File: config.mk
export PLATFORM = sky130hd
export DESIGN_NAME = tc_xlate
export DESIGN_NICKNAME = d
export VERILOG_FILES = /design/src/rtl/tc_pkg.sv /design/src/rtl/tc_tag_array.sv /design/src/rtl/tc_lru.sv /design/src/rtl/tc_limit_check.sv /design/src/rtl/tc_xlate.sv
export SDC_FILE = /design/constraint.sdc
export NUM_CORES = 1
export LEC_CHECK = 0
export BUFFER_PORTS_ARGS = -buffer_cell sky130_fd_sc_hd__buf_2
export CAP_MARGIN = 20
export CORE_MARGIN = 5
export CORE_UTILIZATION = 38
export DETAILED_ROUTE_END_ITERATION = 10
export GPL_ROUTABILITY_DRIVEN = 0
export PLACE_DENSITY = 0.6
export SETUP_SLACK_MARGIN = 0.3
export SLEW_MARGIN = 40
export SYNTH_ARGS = -nofsm -noshare
export SYNTH_HDL_FRONTEND = slang
export SYNTH_SLANG_ARGS = --single-unit
export TNS_END_PERCENT = 30
File: constraint.sdc
create_clock -name clk -period 6.9 [get_ports clk]
set_input_delay 0.345 -clock clk [delete_from_list [all_inputs] [get_ports clk]]
set_output_delay 0.345 -clock clk [all_outputs]
set_load 0.02 [all_outputs]
File: src/rtl/tc_pkg.sv
package tc_pkg;
  localparam int VA_W   = 32;
  localparam int OFF_W  = 9;
  localparam int TAG_W  = VA_W - OFF_W;
  localparam int RIDX_W = TAG_W - 2;

  typedef enum logic [1:0] {
    RG_P0  = 2'b00,
    RG_P1  = 2'b01,
    RG_SYS = 2'b10,
    RG_BAD = 2'b11
  } region_e;
endpackage

File: src/rtl/tc_tag_array.sv
module tc_tag_array
  import tc_pkg::*;
#(
  parameter int ENTRIES = 8,
  parameter int PFN_W   = 21,
  localparam int IDX_W  = $clog2(ENTRIES)
) (
  input  logic               clk,
  input  logic               rst,
  input  logic [TAG_W-1:0]   lk_tag,
  input  logic               wr_en,
  input  logic [IDX_W-1:0]   wr_idx,
  input  logic [TAG_W-1:0]   wr_tag,
  input  logic [PFN_W-1:0]   wr_pfn,
  input  logic               flush_proc,
  input  logic               flush_all,
  output logic [ENTRIES-1:0] match_vec,
  output logic [ENTRIES-1:0] valid_vec,
  output logic [PFN_W-1:0]   match_pfn
);
  logic [TAG_W-1:0] tag_q [ENTRIES];
  logic [PFN_W-1:0] pfn_q [ENTRIES];
  logic [ENTRIES-1:0] valid_q;
  logic [ENTRIES-1:0] sys_vec;

  // storage without reset so it can map onto distributed memory
  always_ff @(posedge clk) begin
    if (wr_en) begin
      tag_q[wr_idx] <= wr_tag;
      pfn_q[wr_idx] <= wr_pfn;
    end
  end

  always_ff @(posedge clk) begin
    if (rst) begin
      valid_q <= '0;
    end else begin
      if (wr_en) valid_q[wr_idx] <= 1'b1;
      if (flush_all) begin
        valid_q <= '0;
      end else if (flush_proc) begin
        for (int i = 0; i < ENTRIES; i++)
          if (!sys_vec[i]) valid_q[i] <= 1'b0;
      end
    end
  end

  for (genvar g = 0; g < ENTRIES; g++) begin : g_cmp
    assign match_vec[g] = valid_q[g] && (tag_q[g] == lk_tag);
    assign sys_vec[g]   = (region_e'(tag_q[g][TAG_W-1 -: 2]) == RG_SYS);
  end

  always_comb begin
    match_pfn = '0;
    for (int i = 0; i < ENTRIES; i++)
      if (match_vec[i]) match_pfn = match_pfn | pfn_q[i];
  end

  assign valid_vec = valid_q;

  AST_SINGLE_MATCH: assert property (@(posedge clk) disable iff (rst)
    $onehot0(match_vec));
  AST_FLUSH_ALL_EMPTY: assert property (@(posedge clk) disable iff (rst)
    flush_all |=> (valid_q == '0));
  AST_FLUSH_PROC_KEEPS_SYS: assert property (@(posedge clk) disable iff (rst)
    (flush_proc && !flush_all && !wr_en) |=> (valid_q == $past(valid_q & sys_vec)));
endmodule

File: src/rtl/tc_lru.sv
module tc_lru #(
  parameter int ENTRIES = 8,
  localparam int IDX_W  = $clog2(ENTRIES)
) (
  input  logic               clk,
  input  logic               rst,
  input  logic               touch_en,
  input  logic [IDX_W-1:0]   touch_idx,
  input  logic [ENTRIES-1:0] valid_vec,
  output logic [IDX_W-1:0]   victim_idx
);
  logic [IDX_W-1:0] rank_q [ENTRIES];
  logic [IDX_W-1:0] free_idx, old_idx;
  logic             have_free;
  logic [(1<<IDX_W)-1:0] seen;

  always_ff @(posedge clk) begin
    if (rst) begin
      for (int i = 0; i < ENTRIES; i++) rank_q[i] <= IDX_W'(i);
    end else if (touch_en) begin
      for (int i = 0; i < ENTRIES; i++) begin
        if (IDX_W'(i) == touch_idx)
          rank_q[i] <= '0;
        else if (rank_q[i] < rank_q[touch_idx])
          rank_q[i] <= rank_q[i] + 1'b1;
      end
    end
  end

  always_comb begin
    free_idx  = '0;
    have_free = 1'b0;
    for (int i = ENTRIES - 1; i >= 0; i--) begin
      if (!valid_vec[i]) begin
        free_idx  = IDX_W'(i);
        have_free = 1'b1;
      end
    end
    old_idx = '0;
    for (int i = 0; i < ENTRIES; i++)
      if (rank_q[i] == IDX_W'(ENTRIES - 1)) old_idx = IDX_W'(i);
    victim_idx = have_free ? free_idx : old_idx;
  end

  always_comb begin
    seen = '0;
    for (int i = 0; i < ENTRIES; i++) seen[rank_q[i]] = 1'b1;
  end

  AST_RANKS_DISTINCT: assert property (@(posedge clk) disable iff (rst)
    seen == '1);
  AST_TOUCH_TO_MRU: assert property (@(posedge clk) disable iff (rst)
    touch_en |=> (rank_q[$past(touch_idx)] == '0));
endmodule

File: src/rtl/tc_limit_check.sv
module tc_limit_check
  import tc_pkg::*;
#(
  parameter int ALEN_W = 3
) (
  input  logic [VA_W-1:0]   va,
  input  logic [ALEN_W-1:0] len_m1,
  input  logic [RIDX_W-1:0] lim_p0,
  input  logic [RIDX_W-1:0] lim_p1,
  input  logic [RIDX_W-1:0] lim_sys,
  output logic              over_limit,
  output logic              spans
);
  region_e           rg;
  logic [RIDX_W-1:0] ridx;
  logic [OFF_W:0]    end_off;

  assign rg   = region_e'(va[VA_W-1 -: 2]);
  assign ridx = va[VA_W-3:OFF_W];

  always_comb begin
    unique case (rg)
      RG_P0:   over_limit = (ridx >= lim_p0);
      RG_P1:   over_limit = (ridx <  lim_p1);
      RG_SYS:  over_limit = (ridx >= lim_sys);
      default: over_limit = 1'b1;
    endcase
  end

  assign end_off = {1'b0, va[OFF_W-1:0]} + (OFF_W+1)'(len_m1);
  assign spans   = end_off[OFF_W];
endmodule

File: src/rtl/tc_xlate.sv
module tc_xlate
  import tc_pkg::*;
#(
  parameter int ENTRIES = 8,
  parameter int PFN_W   = 21,
  parameter int ALEN_W  = 3,
  localparam int IDX_W  = $clog2(ENTRIES),
  localparam int PA_W   = PFN_W + OFF_W
) (
  input  logic              clk,
  input  logic              rst,
  input  logic              req_valid,
  input  logic [VA_W-1:0]   req_va,
  input  logic [ALEN_W-1:0] req_len_m1,
  input  logic [RIDX_W-1:0] lim_p0,
  input  logic [RIDX_W-1:0] lim_p1,
  input  logic [RIDX_W-1:0] lim_sys,
  input  logic              fill_valid,
  input  logic [TAG_W-1:0]  fill_tag,
  input  logic [PFN_W-1:0]  fill_pfn,
  input  logic              flush_proc,
  input  logic              flush_all,
  output logic              hit,
  output logic              fill_req,
  output logic              len_fault,
  output logic              cross_page,
  output logic [PA_W-1:0]   pa
);
  logic [ENTRIES-1:0] match_vec, valid_vec;
  logic [PFN_W-1:0]   match_pfn;
  logic [IDX_W-1:0]   victim_idx, hit_idx, touch_idx;
  logic               over_limit, spans, any_match, touch_en;

  tc_tag_array #(.ENTRIES(ENTRIES), .PFN_W(PFN_W)) u_tags (
    .clk(clk), .rst(rst), .lk_tag(req_va[VA_W-1:OFF_W]),
    .wr_en(fill_valid), .wr_idx(victim_idx), .wr_tag(fill_tag), .wr_pfn(fill_pfn),
    .flush_proc(flush_proc), .flush_all(flush_all),
    .match_vec(match_vec), .valid_vec(valid_vec), .match_pfn(match_pfn)
  );

  tc_limit_check #(.ALEN_W(ALEN_W)) u_limit (
    .va(req_va), .len_m1(req_len_m1), .lim_p0(lim_p0), .lim_p1(lim_p1),
    .lim_sys(lim_sys), .over_limit(over_limit), .spans(spans)
  );

  always_comb begin
    hit_idx = '0;
    for (int i = 0; i < ENTRIES; i++)
      if (match_vec[i]) hit_idx = IDX_W'(i);
  end

  assign any_match  = |match_vec;
  assign len_fault  = req_valid && over_limit;
  assign hit        = req_valid && !over_limit && any_match;
  assign fill_req   = req_valid && !over_limit && !any_match;
  assign cross_page = req_valid && spans;
  assign pa         = {match_pfn, req_va[OFF_W-1:0]};

  // a fill in the same cycle as a hit owns the LRU update
  assign touch_en  = fill_valid || hit;
  assign touch_idx = fill_valid ? victim_idx : hit_idx;

  tc_lru #(.ENTRIES(ENTRIES)) u_lru (
    .clk(clk), .rst(rst), .touch_en(touch_en), .touch_idx(touch_idx),
    .valid_vec(valid_vec), .victim_idx(victim_idx)
  );

  AST_FAULT_BLOCKS_ALL: assert property (@(posedge clk) disable iff (rst)
    len_fault |-> (!hit && !fill_req));
  AST_ONE_VERDICT: assert property (@(posedge clk) disable iff (rst)
    (req_valid && !len_fault) |-> (hit != fill_req));
  AST_HIT_HAS_ENTRY: assert property (@(posedge clk) disable iff (rst)
    hit |-> (valid_vec != '0));
endmodule

**Yosys cells after proc, flatten, opt, wreduce, memory -nomap -nowiden**

Memories as Yosys holds them, arrays and structs flattened.
Cells that the tools add are included.

- Register bits: 8
- RAM bits: 376
- Bits of input ports: 148
- Output and inout port bits: 34
- Logic and storage cells: 248
- Memories: 3

Memories:

| name | depth | bits a word | rd ports | clocked after memory_dff | write ports | RTL line | RTL |
|---|---|---|---|---|---|---|---|
| u_tags.tag_q | 8 | 23 | 8 | 0 | 1 | tc_tag_array.sv:21 | `logic [TAG_W-1:0] tag_q [ENTRIES];` |
| u_tags.pfn_q | 8 | 21 | 8 | 0 | 1 | tc_tag_array.sv:22 | `logic [PFN_W-1:0] pfn_q [ENTRIES];` |
| u_lru.rank_q | 8 | 3 | 9 | 0 | 8 | tc_lru.sv:12 | `logic [IDX_W-1:0] rank_q [ENTRIES];` |

- Add/subtract/negate cells: 9
- Order comparisons: 13
- Equality and inequality tests: 32
- Muxes and demuxes: 145
- Bitwise operators: 24
- Reductions and logical operators: 21

Operator list:

| operator | count |
|---|---|
| $eq 23x23->1 | 8 |
| $mux 21 | 8 |
| $or 21x21->21 | 7 |
| $mux 3 | 36 |
| $mux 1 | 95 |
| $ge 21x21->1 | 2 |
| $add 3x1->3 const B | 8 |
| $lt 3x3->1 | 8 |
| $eq 3x3->1 const B | 7 |
| $lt 21x21->1 | 1 |
| $eq 2x2->1 const B | 9 |
| $mux 8 | 2 |
| $or 1x1->1 | 16 |
| $logic_and 1x1->1 | 14 |
| $eq 3x3->1 const A | 4 |
| $add 9x3->10 | 1 |
| $or 8x8->8 | 1 |
| $reduce_or 8->1 | 1 |
| $eq 2x3->1 const A | 2 |
| $lt 3x4->1 const B | 1 |
| $mux 2 | 2 |
| $demux 1 s3 | 1 |
| $eq 1x3->1 const A | 1 |
| $ge 3x1->1 const B | 1 |
| other kinds (7) | 8 |

**Depth between registers and ports, before layout**

An unclocked memory read counts as a cell.

- Depth after elaboration: 19
- Gate-level depth with buffers: 18

**Cells and area by module**

Synthesis repeated with hierarchy kept, for this count alone.

- Cell total of the unflattened synthesis: 1392
- Area, all modules: 18854.3 um^2

Modules (own cells, without submodules):

| module | times used | cells an instance | area each (um^2) |
|---|---|---|---|
| tc_tag_array | 1 | 921 | 14824.2 |
| tc_lru | 1 | 213 | 2203.4 |
| tc_limit_check | 1 | 227 | 1605.3 |
| tc_xlate | 1 | 31 | 221.5 |

**Least setup slack after synthesis**

OpenSTA, ideal clock, no wires.

- Path kind: register to register
- Start: memory u_lru.rank_q[3][0] (netlist name)
- End: memory u_tags.pfn_q[0][0] (enable)
- Setup time: 0.558 ns
- Arrival time: 5.843 ns
- Data required time: 6.342 ns
- Slack: 0.499 ns
- Stages on the path, launching flop included: 10
- Buffers on the path: 0
- Period minus slack after synthesis: 6.401 ns
- Cell sequence: edfxtp_1 -> ha_1 -> ha_1 -> a21oi_1 -> nor2_1 -> nor2_1 -> nor2_1 -> o21ai_0 -> nand2_1 -> nor4_1

RTL lines:

| item | RTL line |
|---|---|
| from (decl) | tc_lru.sv:12 |
| to (decl) | tc_tag_array.sv:22 |

==> flow_metrics.py <==
metrics = {
    "worst_setup_path": {
        "crit_type": "reg2reg",
        "critPathCaptureType": "flop",
        "r2r.worst_path.cells": 16,
        "r2r_slack_ns": 1.65,
        "critPathArrivalTime_ns": 5.44,
        "r2r-end": "u_lru.rank_q[7][2]$_SDFFCE_PP1P_",
        "worst_setup_path_start_kind": "flop",
        "worst-path-max-fanout": 22,
        "crit_required_ns": 7.09,
        "r2r-start": "u_tags.tag_q[2][18]$_DFFE_PP_",
    },
    "layout": {
        "utilization_pct": 44.8,
        "stdcell_count": 2099,
        "mostFrequentLayoutCell": "edfxtp_1",
        "drive_gt1_share_pct": 19.7,
        "fin_nets": 1695,
        "layout_common_cells": "edfxtp_1 (376), buf_2 (181), xor2_1 (120), ha_1 (87), inv_1 (69)",
        "syn2layout_area_growth_pct": 16.2,
    },
    "routing": {
        "remaining_drc_errors": 0,
        "drt-initial-drc-count": 925,
        "via_count": 11279,
        "first_pass_iters": 5,
        "routed_wl_um": 48600,
        "vias_per_cell": 5.37,
        "wire_per_inst_um": 23.2,
        "antenna_left": 0,
    },
    "global_route": {
        "grt_overflow": 0,
        "grtUsageTotal_pct": 18.5,
        "grt_pass1_wl_um": 71800,
        "grt_max_degree": 37,
        "grt_pass1_vias": 11355,
        "antenna_found_initial": 7,
    },
    "clock_tree": {
        "post-cts-setup-buffer-count": 0,
        "cts_buffer_depth": 3,
        "clk_latency_ns": 0.55,
        "cts_tree": "built",
        "ctsResizeCount": 0,
        "cts.sinks": 384,
        "hold_buffers": 0,
        "clk_pin_slew_worst_paths_ns": 0.06,
        "cts_buffers": 39,
        "root_buffer": "clkbuf_16",
        "cts_htree_levels": 2,
    },
    "synthesis": {
        "synth_nets": 1511,
        "synth_edf_count": 376,
        "synth_area_um2": 18000,
        "yosysUniqueCellTypes": 64,
        "synth.yosys.seq_area_share_pct": 63.7,
        "postSynthAreaPerCell_um2": 14.1,
        "ys_ff_latch": 384,
        "postSynthCellCount": 1276,
        "synthFlopType": "edfxtp_1",
        "yosys_warnings": 0,
        "async_flop_share_pct": 0,
    },
    "power_and_ir_drop": {
        "total_power_w": 0.00529,
        "powerDensity_nw_per_um2": 253,
        "ir_drop_mv": 0.156,
        "p_leak_nw": 7.74,
    },
    "sta": {
        "finalCritPeriodShare_pct": 76.1,
        "finalMaxSlewViolations": 0,
        "setup_ws_ns": 1.65,
        "timing.final.crit_period_ns": 5.25,
        "fin_setup_tns_ns": 0,
        "tightest_slew_ns": 0.822,
        "rsz0062_at_grt": "no",
        "setup_viol": 0,
        "hold_viol_final": 0,
        "slew_headroom_pct": 44.7,
        "fmax_mhz": 190,
        "skew_ns": 0.0145,
    },
    "worst_hold_path": {
        "holdPathStages": 1,
        "min_to": "u_tags.pfn_q[7][19]$_DFFE_PP_",
        "holdCritStartpoint": "fill_pfn[19]",
        "min_path_type": "in2reg",
    },
    "placement": {
        "portBuffers": 181,
        "place_ws_ns": 1.36,
        "dp.cells": 2026,
        "dp_hpwl_um": 33300,
    },
    "status": {
        "status": "completed",
    },
    "floorplan": {
        "initial_core_util_pct": 38.5,
        "core.rowCount": 79,
        "die-height_um": 227,
        "die_x_um": 227,
        "die_area_um2": 51700,
        "core_um2": 46700,
        "io_pins": 182,
    },
    "run": {
        "maxCapViolations": 0,
    },
}
-- power breakdown --
group	leakage [nW]	internal, W	switching [W]	total, W
registers	3.49	0.00262	0.0000370	0.00266
logic	3.64	0.000211	0.000330	0.000541
clock network	0.607	0.00120	0.000888	0.00209
total	7.74	0.00403	0.00126	0.00529
-- cells by family after synthesis --
logic type	after synthesis	share of synthesized area, %
flops	384	63.7
simple gates	251	7.81
compound gates	220	8.93
xor+xnor	185	9.02
buf+inv	131	3.43
fa+ha+maj	87	6.06
mux	18	1.04
-- critical path: stages, from the launching register on --
cell      delay (ns)
edfxtp_1        0.37
xor2_1          0.15
nor4_1          0.70
nand4_1         0.41
nor3_4          0.21
buf_4           0.35
nor2_1          0.11
o31ai_1         0.27
o21ai_2         0.21
buf_4           0.22
mux2i_1         0.15
a211oi_1        0.10
a21oi_1         0.47
buf_4           0.25
ha_1            0.26
nor3b_1         0.16
a211oi_1        0.49
-- final cells by class --
type	instances	area (um^2)
Sequential cell	384	11500
Clock buffer	45	998
Timing Repair Buffer	205	1130
Fill cell	4140	25800
Tap cell	607	759
Clock inverter	25	268
Multi-Input combinational cell	761	6010
Inverter	69	259
Antenna cell	3	7.51
-- through the flow --
step           cell area (um^2)  hold slack (ns)
3_3_place_gp              19500            0.538
6_report                  20900           0.0626
5_1_grt                   20900           0.0529
2_1_floorplan             18000            0.444
3_5_place_dp              19600            0.547
4_1_cts                   20900           0.0387
-- worst max path at each step --
stage	start	end	slack, ns
after floorplan	u_lru.rank_q[3][0]$_SDFFCE_PN1P_	u_tags.pfn_q[0][0]$_DFFE_PP_	0.50
final	u_tags.tag_q[2][18]$_DFFE_PP_	u_lru.rank_q[7][2]$_SDFFCE_PP1P_	1.65
after global routing	u_tags.tag_q[2][18]$_DFFE_PP_	u_lru.rank_q[7][0]$_SDFFCE_PP1P_	1.51
after detailed placement	req_va[27]	u_lru.rank_q[7][0]$_SDFFCE_PP1P_	1.36
after global placement	req_va[27]	u_lru.rank_q[7][1]$_SDFFCE_PP1P_	1.51
after CTS	u_tags.tag_q[2][18]$_DFFE_PP_	u_lru.rank_q[7][2]$_SDFFCE_PP1P_	1.65
-- layer usage --
| layer | GRT usage (%) | wire (um) | vias up |
|---|---|---|---|
| met5 | 0 | 55 | - |
| li1 | - | - | 5231 |
| met2 | 29.9 | 22900 | 359 |
| met4 | 5.19 | 1120 | 8 |
| met1 | 26.0 | 21500 | 5607 |
| met3 | 3.13 | 3060 | 74 |
-- state kept, by name, summed over array words and instances (netlist names) --
signal and cells:
u_lru.rank_q 24, u_tags.tag_q 184, u_tags.pfn_q 168, u_tags.valid_vec 8
-- synth_stat cells (23+ instances only) --
master      n  area, um^2
nand3_1    29         145
edfxtp_1  376       11300
nand2_1    31         116
nor2_1     46         173
nor4_1     36         225
xor2_1    120        1050
inv_1      69         259
buf_4      23         173
xnor2_1    65         569
ha_1       87        1090
nand4_1    37         231
a22oi_1    42         315
a21oi_1    30         150
No activity file was read; power rests on OpenSTA's default activity.
